===== src/rtl/wmx_pkg.sv =====
package wmx_pkg;
  localparam int WORD_W = 36;
  localparam int HALF_W = 18;
  localparam int BYTE_W = 8;
  localparam int OPC_W  = 9;
  localparam int PAD_W  = 2;
  localparam int TAIL_W = WORD_W - 4 * BYTE_W;

  localparam logic [OPC_W-1:0] OPC_TO_BUS  = 9'o716;
  localparam logic [OPC_W-1:0] OPC_TO_PACK = 9'o717;

  typedef enum logic [1:0] {
    STOP_NONE  = 2'd0,
    STOP_DONE  = 2'd1,
    STOP_IRQ   = 2'd2,
    STOP_FAULT = 2'd3
  } stop_e;

  typedef enum logic [1:0] {
    ST_IDLE = 2'd0,
    ST_RD   = 2'd1,
    ST_WR   = 2'd2
  } st_e;

  // Byte n (1..4) of the packed layout, counted from the most significant end.
  function automatic logic [BYTE_W-1:0] pk_byte(input logic [WORD_W-1:0] w, input int n);
    return w[WORD_W-1-(n-1)*BYTE_W -: BYTE_W];
  endfunction

  // Packed four-byte word -> two byte-swapped halfwords, each with a zero pad.
  function automatic logic [WORD_W-1:0] to_bus(input logic [WORD_W-1:0] w);
    return {{PAD_W{1'b0}}, pk_byte(w, 2), pk_byte(w, 1),
            {PAD_W{1'b0}}, pk_byte(w, 4), pk_byte(w, 3)};
  endfunction

  // Bus halfword word -> packed four bytes, zero tail.
  function automatic logic [WORD_W-1:0] to_pack(input logic [WORD_W-1:0] w);
    logic [BYTE_W-1:0] b1, b2, b3, b4;
    b2 = w[WORD_W-1-PAD_W -: BYTE_W];
    b1 = w[WORD_W-1-PAD_W-BYTE_W -: BYTE_W];
    b4 = w[HALF_W-1-PAD_W -: BYTE_W];
    b3 = w[BYTE_W-1:0];
    return {b1, b2, b3, b4, {TAIL_W{1'b0}}};
  endfunction

  function automatic logic opc_valid(input logic [OPC_W-1:0] op);
    return (op == OPC_TO_BUS) || (op == OPC_TO_PACK);
  endfunction
endpackage


===== src/rtl/wmx_permute.sv =====
module wmx_permute
  import wmx_pkg::*;
#(
  parameter int W = WORD_W
) (
  input  logic         dir_bus_i,
  input  logic [W-1:0] word_i,
  output logic [W-1:0] word_o
);
  logic [W-1:0] bus_w;
  logic [W-1:0] pack_w;

  assign bus_w  = to_bus(word_i);
  assign pack_w = to_pack(word_i);
  assign word_o = dir_bus_i ? bus_w : pack_w;

  // Composing the two directions must give back the 32 data bits.
  always_comb begin
    assert_roundtrip_R10: assert (to_pack(bus_w) == {word_i[W-1:TAIL_W], {TAIL_W{1'b0}}})
      else $error("round trip lost data");
  end
endmodule


===== src/rtl/wmx_ptr.sv =====
module wmx_ptr
  import wmx_pkg::*;
#(
  parameter int HW = HALF_W,
  localparam int PW = 2 * HW
) (
  input  logic          clk,
  input  logic          rst_n,
  input  logic          load_i,
  input  logic [PW-1:0] load_val_i,
  input  logic          step_i,
  output logic [HW-1:0] src_o,
  output logic [HW-1:0] dst_o,
  output logic [PW-1:0] ptr_o
);
  logic [HW-1:0] src_q, dst_q;

  always_ff @(posedge clk) begin
    if (!rst_n) begin
      src_q <= '0;
      dst_q <= '0;
    end else if (load_i) begin
      src_q <= load_val_i[PW-1:HW];
      dst_q <= load_val_i[HW-1:0];
    end else if (step_i) begin
      src_q <= src_q + HW'(1);
      dst_q <= dst_q + HW'(1);
    end
  end

  assign src_o = src_q;
  assign dst_o = dst_q;
  assign ptr_o = {src_q, dst_q};

  assert_step_R5: assert property (@(posedge clk) disable iff (!rst_n)
    (step_i && !load_i) |=> (src_o == $past(src_o) + HW'(1)) && (dst_o == $past(dst_o) + HW'(1)))
    else $error("pointer step wrong");

  assert_idle_hold_R5: assert property (@(posedge clk) disable iff (!rst_n)
    (!step_i && !load_i) |=> $stable(ptr_o))
    else $error("pointer moved without a step");
endmodule


===== src/rtl/wmx_ctrl.sv =====
module wmx_ctrl
  import wmx_pkg::*;
#(
  parameter int HW = HALF_W
) (
  input  logic             clk,
  input  logic             rst_n,
  input  logic             start_i,
  input  logic [OPC_W-1:0] opcode_i,
  input  logic [HW-1:0]    end_i,
  input  logic [HW-1:0]    dst_i,
  input  logic             irq_i,
  input  logic             mem_ack_i,
  input  logic             mem_err_i,
  output st_e              state_o,
  output logic             dir_bus_o,
  output logic             load_o,
  output logic             step_o,
  output logic             rd_ok_o,
  output logic             done_o,
  output stop_e            stat_o
);
  st_e           st_q, st_d;
  stop_e         stat_q, stat_d;
  logic          done_q, done_d;
  logic          dir_q;
  logic [HW-1:0] end_q;

  // Named events for the assertions and for the datapath.
  logic accept, rd_fault, wr_ok, wr_fault, last_word;
  assign accept    = (st_q == ST_IDLE) && start_i && opc_valid(opcode_i);
  assign rd_ok_o   = (st_q == ST_RD) && mem_ack_i && !mem_err_i;
  assign rd_fault  = (st_q == ST_RD) && mem_ack_i && mem_err_i;
  assign wr_ok     = (st_q == ST_WR) && mem_ack_i && !mem_err_i;
  assign wr_fault  = (st_q == ST_WR) && mem_ack_i && mem_err_i;
  assign last_word = (dst_i == end_q);

  always_comb begin
    st_d   = st_q;
    stat_d = stat_q;
    done_d = 1'b0;
    unique case (st_q)
      ST_IDLE: if (accept) begin
        st_d   = ST_RD;
        stat_d = STOP_NONE;
      end
      ST_RD: if (rd_fault) begin
        st_d   = ST_IDLE;
        stat_d = STOP_FAULT;
        done_d = 1'b1;
      end else if (rd_ok_o) begin
        st_d = ST_WR;
      end
      ST_WR: if (wr_fault) begin
        st_d   = ST_IDLE;
        stat_d = STOP_FAULT;
        done_d = 1'b1;
      end else if (wr_ok) begin
        if (last_word) begin
          st_d   = ST_IDLE;
          stat_d = STOP_DONE;
          done_d = 1'b1;
        end else if (irq_i) begin
          st_d   = ST_IDLE;
          stat_d = STOP_IRQ;
          done_d = 1'b1;
        end else begin
          st_d = ST_RD;
        end
      end
      default: st_d = ST_IDLE;
    endcase
  end

  always_ff @(posedge clk) begin
    if (!rst_n) begin
      st_q   <= ST_IDLE;
      stat_q <= STOP_NONE;
      done_q <= 1'b0;
      dir_q  <= 1'b0;
      end_q  <= '0;
    end else begin
      st_q   <= st_d;
      stat_q <= stat_d;
      done_q <= done_d;
      if (accept) begin
        dir_q <= (opcode_i == OPC_TO_BUS);
        end_q <= end_i;
      end
    end
  end

  assign state_o   = st_q;
  assign dir_bus_o = dir_q;
  assign load_o    = accept;
  assign step_o    = wr_ok;
  assign done_o    = done_q;
  assign stat_o    = stat_q;

  assert_badop_R3: assert property (@(posedge clk) disable iff (!rst_n)
    (st_q == ST_IDLE && start_i && !opc_valid(opcode_i)) |=> (st_q == ST_IDLE))
    else $error("unknown opcode started a move");

  assert_wait_R8: assert property (@(posedge clk) disable iff (!rst_n)
    (st_q != ST_IDLE && !mem_ack_i) |=> (st_q == $past(st_q)))
    else $error("access left without acknowledge");

  assert_read_then_write_R4: assert property (@(posedge clk) disable iff (!rst_n)
    rd_ok_o |=> (st_q == ST_WR))
    else $error("good read not followed by write");

  assert_fault_stop_R7: assert property (@(posedge clk) disable iff (!rst_n)
    (rd_fault || wr_fault) |=> (st_q == ST_IDLE && stat_q == STOP_FAULT && done_q))
    else $error("fault did not stop the move");

  assert_irq_stop_R6: assert property (@(posedge clk) disable iff (!rst_n)
    (wr_ok && !last_word && irq_i) |=> (st_q == ST_IDLE && stat_q == STOP_IRQ))
    else $error("interrupt not taken at word boundary");

  assert_done_idle_R4: assert property (@(posedge clk) disable iff (!rst_n)
    done_q |-> (st_q == ST_IDLE))
    else $error("done while busy");
endmodule


===== src/rtl/blkmove_xform.sv =====
module blkmove_xform
  import wmx_pkg::*;
(
  input  logic                clk,
  input  logic                rst_n,
  input  logic                start_i,
  input  logic [OPC_W-1:0]    opcode_i,
  input  logic [2*HALF_W-1:0] ptr_i,
  input  logic [HALF_W-1:0]   end_i,
  input  logic                irq_i,
  output logic                mem_req_o,
  output logic                mem_we_o,
  output logic [HALF_W-1:0]   mem_addr_o,
  output logic [WORD_W-1:0]   mem_wdata_o,
  input  logic                mem_ack_i,
  input  logic                mem_err_i,
  input  logic [WORD_W-1:0]   mem_rdata_i,
  output logic                busy_o,
  output logic                done_o,
  output logic [1:0]          stat_o,
  output logic [2*HALF_W-1:0] ptr_o
);
  st_e                 state;
  stop_e               stat;
  logic                dir_bus, load, step, rd_ok;
  logic [HALF_W-1:0]   src, dst;
  logic [WORD_W-1:0]   xf_word, xf_q;

  wmx_ctrl #(.HW(HALF_W)) u_ctrl (
    .clk       (clk),
    .rst_n     (rst_n),
    .start_i   (start_i),
    .opcode_i  (opcode_i),
    .end_i     (end_i),
    .dst_i     (dst),
    .irq_i     (irq_i),
    .mem_ack_i (mem_ack_i),
    .mem_err_i (mem_err_i),
    .state_o   (state),
    .dir_bus_o (dir_bus),
    .load_o    (load),
    .step_o    (step),
    .rd_ok_o   (rd_ok),
    .done_o    (done_o),
    .stat_o    (stat)
  );

  wmx_ptr #(.HW(HALF_W)) u_ptr (
    .clk        (clk),
    .rst_n      (rst_n),
    .load_i     (load),
    .load_val_i (ptr_i),
    .step_i     (step),
    .src_o      (src),
    .dst_o      (dst),
    .ptr_o      (ptr_o)
  );

  wmx_permute #(.W(WORD_W)) u_perm (
    .dir_bus_i (dir_bus),
    .word_i    (mem_rdata_i),
    .word_o    (xf_word)
  );

  // One holding register: the transformed word waits here for its write.
  always_ff @(posedge clk) begin
    if (!rst_n)     xf_q <= '0;
    else if (rd_ok) xf_q <= xf_word;
  end

  assign busy_o      = (state != ST_IDLE);
  assign mem_req_o   = busy_o;
  assign mem_we_o    = (state == ST_WR);
  assign mem_addr_o  = mem_we_o ? dst : src;
  assign mem_wdata_o = xf_q;
  assign stat_o      = stat;

  assert_port_hold_R8: assert property (@(posedge clk) disable iff (!rst_n)
    (mem_req_o && !mem_ack_i) |=> (mem_req_o && $stable(mem_addr_o) && $stable(mem_we_o)
                                   && $stable(mem_wdata_o)))
    else $error("memory port changed during wait");

  assert_bus_pad_R1: assert property (@(posedge clk) disable iff (!rst_n)
    (mem_req_o && mem_we_o && dir_bus) |-> (mem_wdata_o[35:34] == 2'b00 && mem_wdata_o[17:16] == 2'b00))
    else $error("bus pad bits not zero");

  assert_pack_tail_R2: assert property (@(posedge clk) disable iff (!rst_n)
    (mem_req_o && mem_we_o && !dir_bus) |-> (mem_wdata_o[TAIL_W-1:0] == '0))
    else $error("packed tail bits not zero");

  assert_fault_ptr_R7: assert property (@(posedge clk) disable iff (!rst_n)
    (mem_req_o && mem_ack_i && mem_err_i) |=> $stable(ptr_o))
    else $error("pointer moved on fault");
endmodule


===== config.mk =====
export PLATFORM = sky130hd
export DESIGN_NAME = blkmove_xform
export DESIGN_NICKNAME = d
export VERILOG_FILES = /design/src/rtl/wmx_pkg.sv /design/src/rtl/wmx_permute.sv /design/src/rtl/wmx_ptr.sv /design/src/rtl/wmx_ctrl.sv /design/src/rtl/blkmove_xform.sv
export SDC_FILE = /design/constraint.sdc
export NUM_CORES = 1
export LEC_CHECK = 0
export BUFFER_PORTS_ARGS = -buffer_cell sky130_fd_sc_hd__buf_2
export CAP_MARGIN = 5
export CELL_PAD_IN_SITES_DETAIL_PLACEMENT = 0
export CELL_PAD_IN_SITES_GLOBAL_PLACEMENT = 1
export CORE_UTILIZATION = 37
export DETAILED_ROUTE_END_ITERATION = 8
export PLACE_DENSITY_LB_ADDON = 0.15
export SLEW_MARGIN = 20
export SYNTH_ARGS = -nofsm -noshare
export SYNTH_HDL_FRONTEND = slang
export SYNTH_SLANG_ARGS = --single-unit
export TNS_END_PERCENT = 100

===== constraint.sdc =====
create_clock -name clk -period 6.1 [get_ports clk]
set_clock_uncertainty 0.1 [all_clocks]
set_input_delay 0.915 -clock clk [delete_from_list [all_inputs] [get_ports clk]]
set_output_delay 0.915 -clock clk [all_outputs]
set_load 0.005 [all_outputs]

== Yosys cells after proc, flatten, opt, wreduce, memory -nomap -nowiden ==
Cells that the tools add are included.
Storage, ports and cells
  register bits: 96
  output and inout port bits: 96
  logic and storage cells: 63
Operators by class
  add/sub/neg operators: 2
  equality and inequality tests: 10
  mux-type cells: 27
  reduce and logical (&&, ||, !) cells: 16
Operator list (number)
  2-to-1 mux 18 bit: 5
  adder 18 x 1 -> 18 bit (second input constant): 2
  2-to-1 mux 36 bit: 1
  2-to-1 mux 2 bit: 12
  == test 18 bit: 1
  == test 9 bit (second input constant): 2
  case mux 2 bit (3 select lines): 2
  logical AND 1 bit: 8
  2-to-1 mux 1 bit: 6
  AND reduction 5 bit: 1
  != test 4 x 2 -> 1 bit (second input constant): 1
  nonzero test 2 bit: 2
  != test 3 x 1 -> 1 bit (second input constant): 1
  != test 3 x 2 -> 1 bit (second input constant): 1
  AND reduction 3 bit: 1
  nonzero test 3 bit: 1
  == test 2 x 1 -> 1 bit (second input constant): 1
  == test 2 bit (second input constant): 1
  zero test 2 bit: 1
  != test 2 x 1 -> 1 bit (second input constant): 1
  != test 2 bit (second input constant): 1
  case mux 1 bit (2 select lines): 1
  zero test 1 bit: 1
  logical OR 1 bit: 1

== Logic depth before layout (Yosys ltp) ==
Gate-level depths: netlist (run 1).
  word-level depth: 6
  mapped depth: 9
  depth with buffers taken out: 8

== Cells and area by module ==
Synthesis (run 1) repeated with hierarchy kept, for this count alone.
Second synthesis, totals
  cell total of the unflattened synthesis: 613
  area, all modules: 5662.9 µm²
By module, submodules not included
  wmx_ptr: instances 1, cells an instance 276, area an instance 2223.4 µm²
  blkmove_xform: instances 1, cells an instance 138, area an instance 1654.1 µm²
  wmx_ctrl: instances 1, cells an instance 159, area an instance 1275.0 µm²
  wmx_permute: instances 1, cells an instance 40, area an instance 510.5 µm²

== Worst setup path after synthesis (run 1) ==
Ideal clock, no wire load.
  path type: input port to flip-flop
  start point: in opcode_i[8]
  end point: reg u_ctrl.stat_q[1] (netlist: u_ctrl.stat_o[1])
  arrival time: 2.532 ns
  setup slack: 3.398 ns
  stages on the path: 7
  buffers on the path: 1
  cells stage by stage: nand4_1 -> or4_1 -> buf_2 -> a21oi_2 -> nand3b_1 -> or4_1 -> a21oi_1
On the way
  cells in the longest elaborated chain, start to end: 5
  elaborated cells between the ends (all ways): 6
Ends and longest elaborated chain
  from (decl): RTL line blkmove_xform.sv:7  | input logic [OPC_W-1:0] opcode_i,
  == test 9 bit: RTL line wmx_pkg.sv:47  | return (op == OPC_TO_BUS) || (op == OPC_TO_PACK);
  logical OR 1 bit *: RTL line wmx_pkg.sv:47
  logical AND 1 bit *: RTL line wmx_ctrl.sv:31  | assign accept = (st_q == ST_IDLE) && start_i && opc_valid(opcode_i);
  != test 2 bit (no line) *
  AND reduction 5 bit (no line) *
  to (signal assigned): RTL line wmx_ctrl.sv:84  | stat_q <= stat_d;
  to (decl): RTL line wmx_ctrl.sv:24  | stop_e stat_q, stat_d;
Every way passes the cells marked *; elsewhere a longest branch is shown, timed or not.
A chain may end at the register's enable or synchronous reset.

== Worst setup path after layout (run 1) ==
  start point: reg u_ctrl.st_q[1] (netlist: u_ctrl.state_o[1])
  end point: reg u_ctrl.stat_q[1] (netlist: u_ctrl.stat_o[1])
On the way
  cells in the longest elaborated chain, start to end: 5
  elaborated cells between the ends (all ways): 18
Ends and longest elaborated chain
  from (decl): RTL line wmx_ctrl.sv:23  | st_e st_q, st_d;
  from (signal assigned): RTL line wmx_ctrl.sv:83  | st_q <= st_d;
  == test 2 bit (tied with other cells): RTL line wmx_ctrl.sv:34, wmx_ctrl.sv:35, wmx_ctrl.sv:42
  logical AND 1 bit (on tied branches) (2 in series)
  != test 4 x 2 -> 1 bit (no line) (tied with other cells)
  AND reduction 5 bit (no line) / case mux 2 bit (3 select lines) (equally long branches)
Several ways; a longest one is shown, not always the timed one.

==> results of run 1 <==
## critical path, delay by kind of cell (launching register included)
| family | cells | cell delay (ns) |
|---|---|---|
| adders and majority gates | 1 | 0.25 |
| DFF | 1 | 0.34 |
| buffers and inverters | 2 | 0.50 |
| AOI/OAI and AO/OA | 2 | 0.41 |
| and+or+nand+nor | 4 | 1.47 |
## metal layers
metal | up-vias | track usage
met1 | 2065 | 0.2819
met2 | 137 | 0.3458
met5 | - | 0
met4 | 2 | 0.06147
met3 | 14 | 0.05693
li1 | 2328 | -
## power by group
part           internal (mW)  switching, mW  leakage, nW
Sequential             0.636        0.00575        0.774
Clock                  0.399          0.243        0.162
Combinational         0.0497         0.0574         1.61
Total                   1.08          0.306         2.54
## per-stage QoR
step                cell area (um2)  hold slack [ns]  cells
finish                         6172           0.3549    900
global route                   6172           0.3765    900
CTS                            6170           0.3564    900
detailed placement             5833           0.3450    884
global placement               5833           0.3377    884
floorplan                      4733           0.3478    552
## cell families after synthesis
family                     count (synthesis)
AOI/OAI and AO/OA                        121
xor gates and xnor gates                  48
adders and majority gates                  6
buffers and inverters                     46
DFF                                       96
muxes                                     47
and+or+nand+nor                          188
## placed cells by master (no fill, tap or decap), drive strengths merged, types with 18 or more instances in the layout
cell,n
dfxtp,96
nor2,63
xor2,22
buf,204
o21ai,18
xnor2,26
mux2i,30
a21oi,41
nand2,55
a211oi,53
## sequential cells by signal, indices dropped and copies added (netlist names)
name              count
mem_wdata_o          36
u_ctrl.end_q         18
u_ptr.dst_o          18
u_ptr.src_o          18
u_ctrl.stat_o         2
u_ctrl.state_o        2
u_ctrl.dir_bus_o      1
u_ctrl.done_o         1
## area by class of cell
type                            instances  share of cell area
Clock buffer                           10             0.03710
Clock inverter                          6             0.01743
Inverter                                6            0.003649
Multi-Input combinational cell        410              0.4292
Sequential cell                        96              0.3116
Tap cell                              168             0.03406
Timing Repair Buffer                  204              0.1670
## path summary, 6_finish.rpt
| kind | start | end | slack [ns] | depth (start not counted) |
|---|---|---|---|---|
| hold reg to reg | mem_wdata_o[1]$_SDFFE_PN0P_ | mem_wdata_o[1]$_SDFFE_PN0P_ | 0.35 | 2 |
| setup reg to reg | u_ctrl.state_o[1]$_SDFFE_PN0P_ | u_ctrl.stat_o[1]$_SDFFE_PN0P_ | 2.96 | 9 |
| setup / recovery | u_ctrl.state_o[1]$_SDFFE_PN0P_ | u_ctrl.stat_o[1]$_SDFFE_PN0P_ | 2.96 | 9 |
| hold / removal | mem_wdata_o[1]$_SDFFE_PN0P_ | mem_wdata_o[1]$_SDFFE_PN0P_ | 0.35 | 2 |
==> metrics, run 1 <==
drt drc=0; Slew Viols, Final=0; sequential cell area fraction in the yosys report=0.4060; port bufs=200; Metal-1 WL=6.640 mm; Final WS setup=2.965 ns; final WL=14.00 mm; fin util=0.5034; Compound-Gate Fraction of Synth Area=0.1631; clock transition at the registers of the reported paths=0.07 ns; critical-path cell list=inv_1 -> ha_1 -> nand4_1 -> or4_2 -> buf_4 -> a21oi_2 -> nand3b_1 -> or4_1 -> a21oi_1; clk buf depth=2; Resized Gates After CTS=0; Data required, critical path=6.28 ns; largest family of logic cells by synthesized area=simple AND/OR/NAND/NOR gates; CTS tree=built; clock root cell=clkbuf_16; final setup fails=0; FF/Latch Area=1923 um2; Antenna Cells=0; number of global-route vias before repair=4223; Async S/R FF share, synth=0; global-route congestion overflow total=0; RD Place Congestion=0.7985; synthesized cell area=4733 um2; worst skew pair latency=0.35 ns; maximum net fanout on the critical path=91; Arrival @ worst endpoint=3.31 ns; crit share post-route=0.5140; CP Launch Type=register; Synth Area in XOR/XNOR=0.08882; first-pass GRT wire length=21.85 mm; Hold Crit Class=register to register; WL met3=799 um; number of CTS-inserted buffers=9; Sum Neg Setup Slack=0 ns; cell taking the most area after synthesis=dfxtp_1; RSZ-0062 raised after global routing=no; Hold Fails Final Rpt=0; Vias=4546; PwrDens=225.3 nW/um2; IO Count=201; Yosys reg bits=96; die footprint=13250 um2; die height=115.1 um; Met2 Wirelength=6.403 mm; total power=1.391 mW; synth top area cells=dfxtp_1 41%, a211oi_1 8.4%, mux2i_1 6.3%; Max Cap Viol=0; ys flop type=dfxtp_1; Final #Nets=838; Final min period=3.135 ns; core area=12260 um2; # fillers=1256; multiplexer area fraction after synthesis=0.1039; DR WL/cell=15.56 um; FP Rows=40; drt pass-1 iters=5; largest net degree at the start of global routing=92; area of the multi-input gates=2649 um2; pre-CTS setup slack=2.622 ns; maximum VDD drop=0.1929 mV; fraction of layout cells with a size suffix above 1=0.3320; H-tree Lvls=3; max_slew headroom=0.3236; post-synth top area share=0.4060; Simple-Gate Fraction of Synth Area=0.1848; Crit Path Class=register to register; CP Capture Type=register; Post-Syn Instances=552; achievable frequency=319.0 MHz; Iter 0 DRT Violations=270; initial antenna violation count=1; Top Metal Used=met5; GR Util All Layers=0.2145; Worst path max stage delay=0.62 ns; status=complete, no violations; Worst-Margin Slew=1.015 ns; EDFF count, synth=0; Post-CTS Hold Buffers=0; Post-Syn Area per Cell=8.575 um2; final HPWL from detailed placement=9.938 mm; top cells by count, synth=96 x dfxtp_1, 63 x nor2_1, 55 x nand2_1, 53 x a211oi_1, 40 x a21oi_1; cell with the most instances after synthesis=dfxtp_1; count of different cell masters after synthesis=35; synth warn=0; area grow syn2layout=30.40%; clk sink count=96; postcts setup bufs=0; antenna viol nets, final=0; Leakage=2.545 nW; Post-Syn Nets=663; Vias/cell=5.051; Post-Synth Adder-Cell Area=0.01586; die width=115.1 um; Initial Util=0.3860; Slowest-stage cell, CP=or4_2
Note: power is estimated with default switching activity, not from simulation.
==> inputs of run 2 (changes only) <==
--- a/config.mk
+++ b/config.mk
@@ -5,11 +5,12 @@
 export SDC_FILE = /design/constraint.sdc
 export NUM_CORES = 1
 export LEC_CHECK = 0
+export ABC_AREA = 1
 export BUFFER_PORTS_ARGS = -buffer_cell sky130_fd_sc_hd__buf_2
 export CAP_MARGIN = 5
 export CELL_PAD_IN_SITES_DETAIL_PLACEMENT = 0
 export CELL_PAD_IN_SITES_GLOBAL_PLACEMENT = 1
-export CORE_UTILIZATION = 37
+export CORE_UTILIZATION = 34
 export DETAILED_ROUTE_END_ITERATION = 8
 export PLACE_DENSITY_LB_ADDON = 0.15
 export SLEW_MARGIN = 20
==> constraint.sdc (replaced) <==
create_clock -name clk -period 3.05 [get_ports clk]
set_clock_uncertainty 0.1 [all_clocks]
set_input_delay 0.4575 -clock clk [delete_from_list [all_inputs] [get_ports clk]]
set_output_delay 0.4575 -clock clk [all_outputs]
set_load 0.005 [all_outputs]
==> metrics, run 2 <==
Top cell by count, worst path=inv_1; critical-path cell list=inv_1 -> ha_1 -> buf_4 -> inv_1 -> o21ai_0 -> buf_2; Initial Util=0.3506 (-0.03547); Slowest-stage cell, CP=dfxtp_1; sequential cell area fraction in the yosys report=0.3593 (-0.04673); area of the multi-input gates=2898 um2 (+9.4%); max reg flops=36 (unchanged); Hold Fails Final Rpt=0 (unchanged); Yosys reg bits=96 (unchanged); crit share post-route=0.7971; CTS tree=built; Arrival @ worst endpoint=1.87 ns (-1.44 ns); RD Place Congestion=0.8128 (+1.8%); H-tree Lvls=3 (unchanged); EDFF count, synth=0 (unchanged); ys flop type=dfxtp_1; Leakage=3.092 nW (+22%); drt pass-1 iters=4 (-1); area grow syn2layout=26.74%; Vias=5860 (+29%); postcts setup bufs=0 (unchanged); clk sink count=96 (unchanged); synth top area cells=dfxtp_1 36%, nand2_1 15%, o21ai_0 8.0%; maximum VDD drop=0.2750 mV (+43%); final HPWL from detailed placement=13.35 mm (+34%); met3 Use GR=0.07119 (+0.01426); Crit Path Class=register to output pin; Async S/R FF share, synth=0 (unchanged); max_slew headroom=0.3304 (+0.006841); die height=127.4 um (+11%); global-route congestion overflow total=0 (unchanged); port bufs=200 (unchanged); clock root cell=clkbuf_16; final setup fails=0 (unchanged); CP Capture Type=output pin; die width=127.4 um (+11%); FP Rows=45 (+13%); number of global-route vias before repair=5268 (+25%); Post-Syn Instances=805 (+46%); FF/Latch Area=1922 um2 (about the same); Most Crowded Layer GR=met2; RSZ-0062 raised after global routing=no; first-pass GRT wire length=28.68 mm (+31%); Sum Neg Setup Slack=0 ns (unchanged); commonest non-fill, non-tap cells in the layout=220 x nand2_1, 200 x buf_2, 96 x dfxtp_1; count of different cell masters after synthesis=34 (-2.9%); total power=2.842 mW (+100%); drt drc=0 (unchanged); clk buf depth=2 (unchanged); PwrDens=419.2 nW/um2 (+86%); commonest non-fill, non-tap cell in the layout=nand2_1; Final WS setup=0.6188 ns (-2.346 ns); core area=15260 um2 (+24%); die footprint=16240 um2 (+23%); post-synth top area share=0.3593 (-0.04673); worst skew pair latency=0.35 ns (about the same); initial antenna violation count=2 (+1); largest net degree at the start of global routing=55 (-40%); Worst path max stage delay=0.34 ns (-0.28 ns); DR WL/cell=15.31 um (-1.6%); cell with the most instances after synthesis=nand2_1; Hold Crit Class=primary input to register; status=complete, no violations; antenna viol nets, final=0 (unchanged); GR Util All Layers=0.2281 (+0.01364); synth warn=0 (unchanged); Post-Syn Nets=916 (+38%); Max Cap Viol=0 (unchanged); CP Launch Type=register; Slew Viols, Final=0 (unchanged); Post-Syn Area per Cell=6.645 um2 (-23%); Iter 0 DRT Violations=400 (+48%); achievable frequency=411.3 MHz; Post-CTS Hold Buffers=0 (unchanged); Vias/cell=4.916 (-2.7%); Post-Place Cells=1177 (+33%); final WL=18.26 mm (+30%); Hold Slack=0.1885 ns (-0.1664 ns); IO Count=201 (unchanged); synthesized cell area=5349 um2 (+13%); met2 usage=0.3671 (+0.02130); number of CTS-inserted buffers=9 (unchanged); Final #Nets=1088 (+30%); Worst-Margin Slew=1.003 ns (-0.01137 ns); fraction of layout cells with a size suffix above 1=0.2582 (-0.07380); top cells by count, synth=220 x nand2_1, 96 x dfxtp_1, 85 x o21ai_0, 72 x inv_1, 60 x a21oi_1; maximum net fanout on the critical path=38 (-58%); pre-CTS setup slack=0.8557 ns (-1.767 ns); Final min period=2.431 ns; Resized Gates After CTS=0 (unchanged); clock transition at the registers of the reported paths=0.07 ns (about the same); Data required, critical path=2.49 ns (-3.79 ns); met1 usage=0.2964 (+0.01458); final non-filler cell total=1192 (+32%); cell taking the most area after synthesis=dfxtp_1; # fillers=1688 (+34%)
[run 2: cell count changes in the layout (fill, tap and decap cells not counted), moves of 11 or more]
cell	before	now
xnor2_1	26	6
xor2_1	22	11
o21ai_0	17	85
a31oi_1	0	36
nand3_1	17	38
a21oi_1	40	60
a211oi_1	53	3
mux2i_1	30	0
o211ai_1	2	13
nand2_1	55	220
inv_1	5	72
nor2_1	63	39
mux2_2	17	0
[run 2: stage by stage]
| step | util | cell area, um2 |
|---|---|---|
| after global placement | 0.4244 | 6475 |
| after floorplan | - | 5349 |
| after CTS | 0.4441 | 6777 |
| after detailed placement | 0.4244 | 6475 |
| after global routing | 0.4441 | 6777 |
| final | 0.4443 | 6779 |
[run 2: kinds of logic after synthesis]
group / share of synthesized area
buf+inv: 0.09988
fa+ha+maj: 0.01403
flops: 0.3593
compound gates: 0.2129
simple gates: 0.2861
xor+xnor: 0.02784
[run 2: layout make-up]
| type | instances | area share |
|---|---|---|
| Timing Repair Buffer | 212 | 0.1609 |
| Tap cell | 211 | 0.03894 |
| Multi-Input combinational cell | 578 | 0.4275 |
| Clock inverter | 3 | 0.01015 |
| Sequential cell | 96 | 0.2835 |
| Antenna cell | 1 | 0.0003691 |
| Clock buffer | 11 | 0.03433 |
| Inverter | 80 | 0.04430 |
[run 2: power breakdown]
| group | switching [mW] | internal (mW) | leakage [nW] |
|---|---|---|---|
| clock | 0.497 | 0.713 | 0.146 |
| combinational | 0.182 | 0.137 | 2.17 |
| sequential | 0.0223 | 1.29 | 0.773 |
[run 2: path summary, 6_finish.rpt]
path | from | end | slack (ns) | depth (start not counted)
setup / recovery | u_ctrl.state_o[0]$_SDFFE_PN0P_ | mem_addr_o[4] | 0.62 | 6
hold / removal | opcode_i[0] | u_ctrl.dir_bus_o$_SDFFE_PN0P_ | 0.19 | 2
setup reg to reg | u_ctrl.state_o[0]$_SDFFE_PN0P_ | u_ptr.dst_o[7]$_SDFFE_PN0P_ | 0.83 | 10
hold reg to reg | mem_wdata_o[3]$_SDFFE_PN0P_ | mem_wdata_o[3]$_SDFFE_PN0P_ | 0.36 | 2
[run 2: worst max-delay path, delay by kind of cell (launching register included)]
family	cells	cell delay, ns
compound gates	1	0.25
fa+ha+maj	1	0.16
buf+inv	4	0.75
flops	1	0.34
[run 2: layer usage]
metal / share of wire / vias to the layer above / wire, um
met5: 0.00071 / - / 13
met2: 0.46 / 184 / 8396
met4: 0.011 / 2 / 198
met3: 0.073 / 12 / 1330
met1: 0.46 / 2648 / 8315
li1: - / 3014 / -
==> inputs of run 3 (changes only) <==
==> constraint.sdc (replaced) <==
create_clock -name clk -period 2.3 [get_ports clk]
set_clock_uncertainty 0.1 [all_clocks]
set_input_delay 0.345 -clock clk [delete_from_list [all_inputs] [get_ports clk]]
set_output_delay 0.345 -clock clk [all_outputs]
set_load 0.005 [all_outputs]
==> metrics, run 3 (synthesized netlist as in run 2, its figures left out) <==
status=complete, no violations; RD Place Congestion=0.8181 (+0.65%); area grow syn2layout=28.98%; largest net degree at the start of global routing=60 (+9.1%); Data required, critical path=1.86 ns (-0.63 ns); final WL=18.49 mm (+1.3%); clk buf depth=2 (unchanged); Vias=5932 (+1.2%); commonest non-fill, non-tap cell in the layout=nand2_1; Top delay family on crit path=buffers and inverters; achievable frequency=470.0 MHz; critical hold path startpoint=opcode_i[0]; die width=127.4 um (unchanged); Iter 0 DRT Violations=413 (+3.3%); reg2reg setup slack=0.32 ns (-0.51 ns); post-route cell area=6899 um2 (+1.8%); Vias/cell=4.923 (+0.14%); Hold Crit Class=primary input to register; clk sink count=96 (unchanged); RSZ-0062 raised after global routing=no; endpoint of the worst hold path=u_ctrl.dir_bus_o$_SDFFE_PN0P_; max reg flops=36 (unchanged); worst hold stages=2 (unchanged); Crit Path Class=register to output pin; die height=127.4 um (unchanged); Worst-Margin Slew=0.5050 ns (-0.4982 ns); antenna viol nets, final=0 (unchanged); final non-filler cell total=1205 (+1.1%); Max Cap Viol=0 (unchanged); Leakage=3.155 nW (+2.0%); drt drc=0 (unchanged); final setup fails=0 (unchanged); maximum VDD drop=0.3920 mV (+43%); IO Count=201 (unchanged); Slew Viols, Final=0 (unchanged); Top cell by count, worst path=inv_1; clock transition at the registers of the reported paths=0.07 ns (about the same); Placed Instance Area=6600 um2 (+1.9%); Slowest-stage cell, CP=dfxtp_1; worst skew pair latency=0.36 ns (about the same); first-pass GRT wire length=28.65 mm (-0.12%); total power=3.700 mW (+30%); Sum Neg Setup Slack=0 ns (unchanged); Arrival @ worst endpoint=1.68 ns (-0.19 ns); initial antenna violation count=2 (unchanged); Worst Path Buf+Inv=4 (unchanged); H-tree Lvls=3 (unchanged); global-route congestion overflow total=0 (unchanged); critical-path cell list=inv_1 -> ha_2 -> buf_12 -> inv_1 -> nand2_1 -> o21ai_1 -> buf_2; CTS tree=built; core area=15260 um2 (unchanged); final HPWL from detailed placement=13.70 mm (+2.6%); die footprint=16240 um2 (unchanged); CP Capture Type=output pin; Final #Nets=1098 (+0.92%); port bufs=200 (unchanged); reg2reg end=u_ptr.dst_o[11]$_SDFFE_PN0P_; drt pass-1 iters=5 (+1); max_slew headroom=0.6633 (+0.3329); number of global-route vias before repair=5368 (+1.9%); Final min period=2.128 ns; PwrDens=536.3 nW/um2 (+28%); GR Util All Layers=0.2279 (-0.0002289); reg2reg start=u_ctrl.state_o[0]$_SDFFE_PN0P_; number of CTS-inserted buffers=9 (unchanged); FP Rows=45 (unchanged); Hold Fails Final Rpt=0 (unchanged); commonest non-fill, non-tap cells in the layout=220 x nand2_1, 200 x buf_2, 96 x dfxtp_1; Post-Place Cells=1187 (+0.85%); DR WL/cell=15.34 um (+0.17%); clock root cell=clkbuf_16; worst reg2reg path depth=9 (-1); CP Launch Type=register; crit share post-route=0.9251; Initial Util=0.3506 (unchanged); maximum net fanout on the critical path=36 (-5.3%); fraction of layout cells with a size suffix above 1=0.2702 (+0.01200); Worst path max stage delay=0.38 ns (+0.04 ns)
run 3: worst max path at each step:
stage                                              start                            to  slack (ns)  cells after the start
after global placement    u_ctrl.state_o[0]$_SDFFE_PN0P_  u_ptr.dst_o[12]$_SDFFE_PN0P_        0.28                      9
after detailed placement  u_ctrl.state_o[0]$_SDFFE_PN0P_  u_ptr.dst_o[13]$_SDFFE_PN0P_        0.22                      9
after global routing      u_ctrl.state_o[0]$_SDFFE_PN0P_                 mem_addr_o[4]        0.03                      7
after CTS                 u_ctrl.state_o[0]$_SDFFE_PN0P_                 mem_addr_o[4]        0.06                      6
final                     u_ctrl.state_o[0]$_SDFFE_PN0P_                 mem_addr_o[4]        0.17                      7
after floorplan           u_ctrl.state_o[0]$_SDFFE_PN0P_  u_ctrl.end_q[0]$_SDFFE_PN0P_        0.55                      8
run 3: final cells by class:
type / instances / area [um2]
antenna: 2 / 5.005
clock buffer: 10 / 229.0
clock inverter: 6 / 58.81
fill: 1687 / 8359
inverter: 80 / 304.0
multi-input combinational: 578 / 2900
sequential: 96 / 1922
tap: 211 / 264.0
timing repair buffer: 222 / 1216
run 3: per-layer routing:
layer	up-vias	wire (um)	global-route usage
li1	3039	-	-
met1	2641	8002	0.2886
met2	233	8541	0.3748
met3	19	1678	0.07161
met4	0	263	0.05672
met5	-	0	0
run 3: report_power, final:
part	switching, mW	leakage, nW	internal [mW]
clock	0.685	0.146	0.841
sequential	0.0297	0.773	1.71
combinational	0.243	2.23	0.188
total	0.958	3.15	2.74
run 3: worst reg2reg max path, stage by stage (launching register included):
cell        delay [ns]
dfxtp_1           0.38
inv_1             0.08
ha_1              0.24
nand2_1           0.08
inv_1             0.04
nand3_2           0.12
buf_12            0.25
clkinvlp_4        0.30
o21bai_1          0.20
a21oi_1           0.08
run 3: what timing repair did:
| action | in CTS | in global routing |
|---|---|---|
| resized for setup | 0 | 3 |
| buffers inserted | 0 | 0 |
| endpoints found under the setup margin | 0 | 3 |
| hold buffers | 0 | 0 |
run 3: per-stage QoR:
stage	util	setup WS, ns	hold slack [ns]
3_5_place_dp	0.4326	0.2248	0.3545
5_1_grt	0.4518	0.02864	0.05598
2_1_floorplan	-	0.5478	0.3437
3_3_place_gp	0.4326	0.2767	0.3508
6_report	0.4522	0.1723	0.06813
4_1_cts	0.4514	0.05730	0.04884
